==> src/rtl/cos_pkg.sv <==
package cos_pkg;
    localparam int GRP_W     = 8;
    localparam int NUM_GRP   = 6;
    localparam logic [2:0] CTRL_ADDR = 3'd7;

    typedef enum logic {
        ST_QUIET,
        ST_PENDING
    } irq_state_e;

    // Groups 0..2 sit at addresses 0..2, groups 3..5 skip address 3.
    function automatic logic [2:0] grp_addr(input int unsigned g);
        return (g < 3) ? 3'(g) : 3'(g + 1);
    endfunction
endpackage

==> src/rtl/cos_sync.sv <==
module cos_sync #(
    parameter int W = 48
) (
    input  logic         clk,
    input  logic         rst_n,
    input  logic [W-1:0] async_i,
    output logic [W-1:0] sync_o
);
    logic [W-1:0] meta_q;
    logic [W-1:0] sync_q;

    always_ff @(posedge clk or negedge rst_n) begin
        if (!rst_n) begin
            meta_q <= '0;
            sync_q <= '0;
        end else begin
            meta_q <= async_i;
            sync_q <= meta_q;
        end
    end

    assign sync_o = sync_q;
endmodule

==> src/rtl/cos_change_detect.sv <==
module cos_change_detect #(
    parameter int GROUPS = 6,
    parameter int GW     = 8,
    localparam int W     = GROUPS * GW
) (
    input  logic              clk,
    input  logic              rst_n,
    input  logic [W-1:0]      sync_i,
    output logic [GROUPS-1:0] chg_o
);
    logic [W-1:0] prev_q;

    always_ff @(posedge clk or negedge rst_n) begin
        if (!rst_n) prev_q <= '0;
        else        prev_q <= sync_i;
    end

    for (genvar g = 0; g < GROUPS; g++) begin : g_grp
        assign chg_o[g] = |(sync_i[g*GW +: GW] ^ prev_q[g*GW +: GW]);
    end
endmodule

==> src/rtl/cos_irq_ctrl.sv <==
module cos_irq_ctrl
    import cos_pkg::*;
#(
    parameter int GROUPS = 6
) (
    input  logic              clk,
    input  logic              rst_n,
    input  logic [GROUPS-1:0] chg_i,
    input  logic              en_wr_i,
    input  logic [GROUPS-1:0] en_wdata_i,
    input  logic              ack_i,
    output logic [GROUPS-1:0] en_o,
    output logic [GROUPS-1:0] status_o,
    output logic              irq_o
);
    irq_state_e        state_q, state_d;
    logic [GROUPS-1:0] en_q, en_d;
    logic [GROUPS-1:0] stat_q, stat_d;

    always_comb begin
        en_d   = en_wr_i ? en_wdata_i : en_q;
        stat_d = ((ack_i ? '0 : stat_q) | chg_i) & en_d;
    end

    // next-state process
    always_comb begin
        state_d = state_q;
        unique case (state_q)
            ST_QUIET:   if (|stat_d)  state_d = ST_PENDING; // RAISE
            ST_PENDING: if (!(|stat_d)) state_d = ST_QUIET; // SETTLE
            default:    state_d = ST_QUIET;
        endcase
    end

    // state register
    always_ff @(posedge clk or negedge rst_n) begin
        if (!rst_n) begin
            state_q <= ST_QUIET;
            en_q    <= '0;
            stat_q  <= '0;
        end else begin
            state_q <= state_d;
            en_q    <= en_d;
            stat_q  <= stat_d;
        end
    end

    // output process
    always_comb begin
        irq_o = 1'b0;
        unique case (state_q)
            ST_QUIET:   irq_o = 1'b0;
            ST_PENDING: irq_o = 1'b1;
            default:    irq_o = 1'b0;
        endcase
    end

    assign en_o     = en_q;
    assign status_o = stat_q;

    assert_irq_tracks_R11: assert property (@(posedge clk) disable iff (!rst_n)
        irq_o == (|stat_q));

    assert_write_zero_quiet_R9: assert property (@(posedge clk) disable iff (!rst_n)
        (en_wr_i && en_wdata_i == '0) |=> (stat_q == '0 && !irq_o));

    assert_ack_clears_R7: assert property (@(posedge clk) disable iff (!rst_n)
        (ack_i && !en_wr_i && !(|(chg_i & en_q))) |=> (stat_q == '0));

    assert_coincident_kept_R8: assert property (@(posedge clk) disable iff (!rst_n)
        (ack_i && !en_wr_i && |(chg_i & en_q)) |=> (|stat_q && irq_o));

    assert_disabled_silent_R5: assert property (@(posedge clk) disable iff (!rst_n)
        (!en_wr_i && stat_q == '0 && !(|(chg_i & en_q))) |=> !irq_o);
endmodule

==> src/rtl/cos_input_port.sv <==
module cos_input_port
    import cos_pkg::*;
#(
    parameter int GROUPS = NUM_GRP,
    parameter int GW     = GRP_W,
    localparam int W     = GROUPS * GW
) (
    input  logic         clk,
    input  logic         rst_n,
    input  logic [2:0]   bus_addr,
    input  logic         bus_rd,
    input  logic         bus_wr,
    input  logic [7:0]   bus_wdata,
    output logic [7:0]   bus_rdata,
    input  logic [W-1:0] pins_i,
    output logic         irq_o
);
    logic [W-1:0]      sync_w;
    logic [GROUPS-1:0] chg_w;
    logic [GROUPS-1:0] en_w;
    logic [GROUPS-1:0] stat_w;
    logic              ctrl_sel;

    assign ctrl_sel = (bus_addr == CTRL_ADDR);

    cos_sync #(.W(W)) sync_i (
        .clk    (clk),
        .rst_n  (rst_n),
        .async_i(pins_i),
        .sync_o (sync_w)
    );

    cos_change_detect #(.GROUPS(GROUPS), .GW(GW)) det_i (
        .clk   (clk),
        .rst_n (rst_n),
        .sync_i(sync_w),
        .chg_o (chg_w)
    );

    cos_irq_ctrl #(.GROUPS(GROUPS)) ctl_i (
        .clk       (clk),
        .rst_n     (rst_n),
        .chg_i     (chg_w),
        .en_wr_i   (bus_wr && ctrl_sel),
        .en_wdata_i(bus_wdata[GROUPS-1:0]),
        .ack_i     (bus_rd && ctrl_sel),
        .en_o      (en_w),
        .status_o  (stat_w),
        .irq_o     (irq_o)
    );

    always_comb begin
        bus_rdata = '0;
        if (ctrl_sel) begin
            bus_rdata[GROUPS-1:0] = stat_w;
            bus_rdata[GROUPS]     = ~irq_o;
        end else begin
            for (int g = 0; g < GROUPS; g++) begin
                if (bus_addr == grp_addr(g)) bus_rdata = sync_w[g*GW +: GW];
            end
        end
    end

    assert_gap_zero_R2: assert property (@(posedge clk) disable iff (!rst_n)
        (bus_rd && bus_addr == 3'd3) |-> (bus_rdata == 8'h00));

    assert_ctrl_format_R6: assert property (@(posedge clk) disable iff (!rst_n)
        (bus_rd && ctrl_sel) |-> (!bus_rdata[7] && bus_rdata[6] == !irq_o));

    assert_enable_gates_R5: assert property (@(posedge clk) disable iff (!rst_n)
        ((stat_w & ~en_w) == '0));
endmodule

==> config.mk <==
export PLATFORM = sky130hd
export DESIGN_NAME = cos_input_port
export DESIGN_NICKNAME = d
export VERILOG_FILES = /design/src/rtl/cos_pkg.sv /design/src/rtl/cos_sync.sv /design/src/rtl/cos_change_detect.sv /design/src/rtl/cos_irq_ctrl.sv /design/src/rtl/cos_input_port.sv
export SDC_FILE = /design/constraint.sdc
export NUM_CORES = 1
export LEC_CHECK = 0
export BUFFER_PORTS_ARGS = -buffer_cell sky130_fd_sc_hd__buf_2
export CAP_MARGIN = 20
export CORE_ASPECT_RATIO = 2
export CORE_MARGIN = 2
export CORE_UTILIZATION = 39
export DETAILED_ROUTE_END_ITERATION = 8
export GPL_ROUTABILITY_DRIVEN = 0
export GPL_TIMING_DRIVEN = 0
export PLACE_DENSITY = 0.68
export SYNTH_ARGS = -nofsm -noshare
export SYNTH_HDL_FRONTEND = slang
export SYNTH_HIERARCHICAL = 1
export SYNTH_SLANG_ARGS = --single-unit
==> constraint.sdc <==
create_clock -name clk -period 3.9 [get_ports clk]
set_input_delay 0.585 -clock clk [delete_from_list [all_inputs] [get_ports clk]]
set_output_delay 0.585 -clock clk [all_outputs]
set_load 0.01 [all_outputs]
==> metrics.txt <==
post-CTS resize count 0; CTS max path bufs 2; Slew HR 64.1%; Final Max Slew Viols 0; GRT overflow 0; RSZ-0062 raised after global routing no; DR vias 2,610; Ports approximately 70; final setup margin about 1.5 ns; Setup Crit Path Kind in2out; clk sink count between 150 and 200; final setup fails 0; DP Area 0.00570 mm^2; Mapped Nets 363; drt via density 4.72; min-delay worst type in2async; crit start category input port; CTS root buffer clkbuf_16; most frequent cells in the layout dfrtp_1, buf_2, xor2_1; DR pass1 iterations 5; critical path arrival roughly 1.8 ns; Syn Area/Cell 17.1 um^2; synthesized flop and latch total 157; Antenna Nets Post-Route 0; hold bufs inserted after CTS 0; Max FO, Critical Path 10; minimum clock period ~2.4 ns; IO Port Bufs 68; PD cells 580 mW/mm^2; setup bufs post-CTS 0; Worst Setup SP bus_addr[2]; dpl hpwl between 6000 and 7000 um; row count 59; final cell utilization of the core 48.7%; worst slew pin tran roughly 0.54 ns; Worst Setup End Kind output port; final cell count without fillers between 500 and 600; Synth Cell Area 0.00514 mm^2; highest clock rate roughly 0.42 GHz; most common cell after layout, fill and taps aside dfrtp_1; max_cap viols 0; die width 85.1 um; drc violations 0; Leak approximately 0.0029 uW; Worst VDD drop approximately 0.37 mV; Final nets 451; Fin. Hold Viols 0; Layout Skew roughly 0.011 ns; drt initial violations 215; H-tree depth 4; fin area 0.00629 mm^2; share of post-route cells with drive strength above 1 30.9%; FF/Latch Area 0.00393 mm^2; first-pass GRT wire length approximately 15,000 um; CP required 3.31 ns; Yosys cell types 24; vias in the first global route 2,849; Synth Instances 300; cts bufs inserted 17; initial antenna violation count 0; core area 0.0129 mm^2; Total GRT Usage 14.0%; DR WL/cell 16.2 um; run status completed; Synth Warn # 6; period utilisation layout between 60% and 70%; FF-to-FF setup slack roughly 2.1 ns; CTS clock-pin slew for the worst setup and hold paths ~0.060 ns; final wirelength 8940 um; die area 0.0142 mm^2; final setup TNS 0 ns; Initial Utilization ~40%; # diodes 0; worst slack at placement 1.49 ns; fillers 1,066; chip height 166 um; FF-to-FF Start sync_i/sync_o[34]; clock tree from TritonCTS built; area of the multi-input gates ~0.0011 mm^2; register area share after synthesis 76.5%; dpl cells about 520; Layout area overhead 22.6%; Skew-Pair Late Insertion Delay 0.42 ns; largest net degree at the start of global routing 99
-- layer usage --
layer | track usage (%) | routed length, um
met1 | 16.6 | 3460
met2 | 22.5 | 4740
met3 | 4.13 | 462
met4 | 7.87 | 271
met5 | 0 | 0
-- registers in the layout (all words and copies together) (netlist names) --
| register | cells |
|---|---|
| det_i/prev_q | 48 |
| sync_i/meta_q | 48 |
| sync_i/sync_o | 48 |
| ctl_i/en_o | 6 |
| ctl_i/status_o | 6 |
| ctl_i/state_q | 1 |
-- final timing paths --
| check | to | cells past startpoint |
|---|---|---|
| min in group clk | sync_i/meta_q[43] | 1 |
| min | sync_i/meta_q[8] | 1 |
| max | bus_rdata[0] | 6 |
| max in group asynchronous | sync_i/meta_q[34] | 2 |
| min reg2reg | sync_i/sync_o[32] | 0 |
| max reg2reg | ctl_i/state_q | 6 |
-- cell usage after synthesis, drive strengths merged --
| cell | instances | area share, % |
|---|---|---|
| a221oi | 15 | 2.7 |
| a31oi | 1 | 0.12 |
| and2 | 1 | 0.12 |
| and3 | 2 | 0.24 |
| buf | 5 | 1.2 |
| clkbuf | 3 | 0.22 |
| clkinv | 1 | 0.073 |
| dfrtp | 157 | 76 |
| mux2 | 15 | 3.5 |
| mux2i | 13 | 2.5 |
| nand2 | 10 | 0.73 |
| nor2 | 1 | 0.073 |
| nor2b | 8 | 0.97 |
| nor4 | 13 | 1.7 |
| o21a | 6 | 1.0 |
| o21ai | 1 | 0.097 |
| xor2 | 48 | 8.2 |
-- worst max-delay path, cell delays in order --
cell and delay [ns]:
buf_2 0.10, clkbuf_1 0.21, nor2b_1 0.19, clkbuf_1 0.17
a221oi_1 0.36, buf_2 0.20
-- stage by stage --
stage	power, uW	hold WS, ns
final	3650	0.132
after global routing	3810	0.154
after CTS	3700	0.141
after detailed placement	2070	0.335
after global placement	2050	0.334
after floorplan	1940	0.289
-- report_power, final --
group	switching [uW]	internal, uW
clock	651	970
combinational	125	117
sequential	56.8	1730
total	833	2820
-- cells by family after synthesis --
group	Yosys count	share of synthesized area [%]
AO/OA/AOI/OAI	23	3.92
XOR/XNOR	48	8.19
buffers and inverters	9	1.51
flip-flops	157	76.5
multiplexers	28	6.04
AND/OR/NAND/NOR	35	3.85
-- final cells by class --
type                    count  share of cell area, %
multi-input cells         134                   17.9
plain buffers               8                   1.17
well taps                 152                   3.02
clock buffers              18                   6.98
inverters                   1                 0.0596
flip-flops and latches    157                   62.4
repair buffers             69                   5.94
clock inverters            14                   2.46
Note: power is estimated with default switching activity, not from simulation.
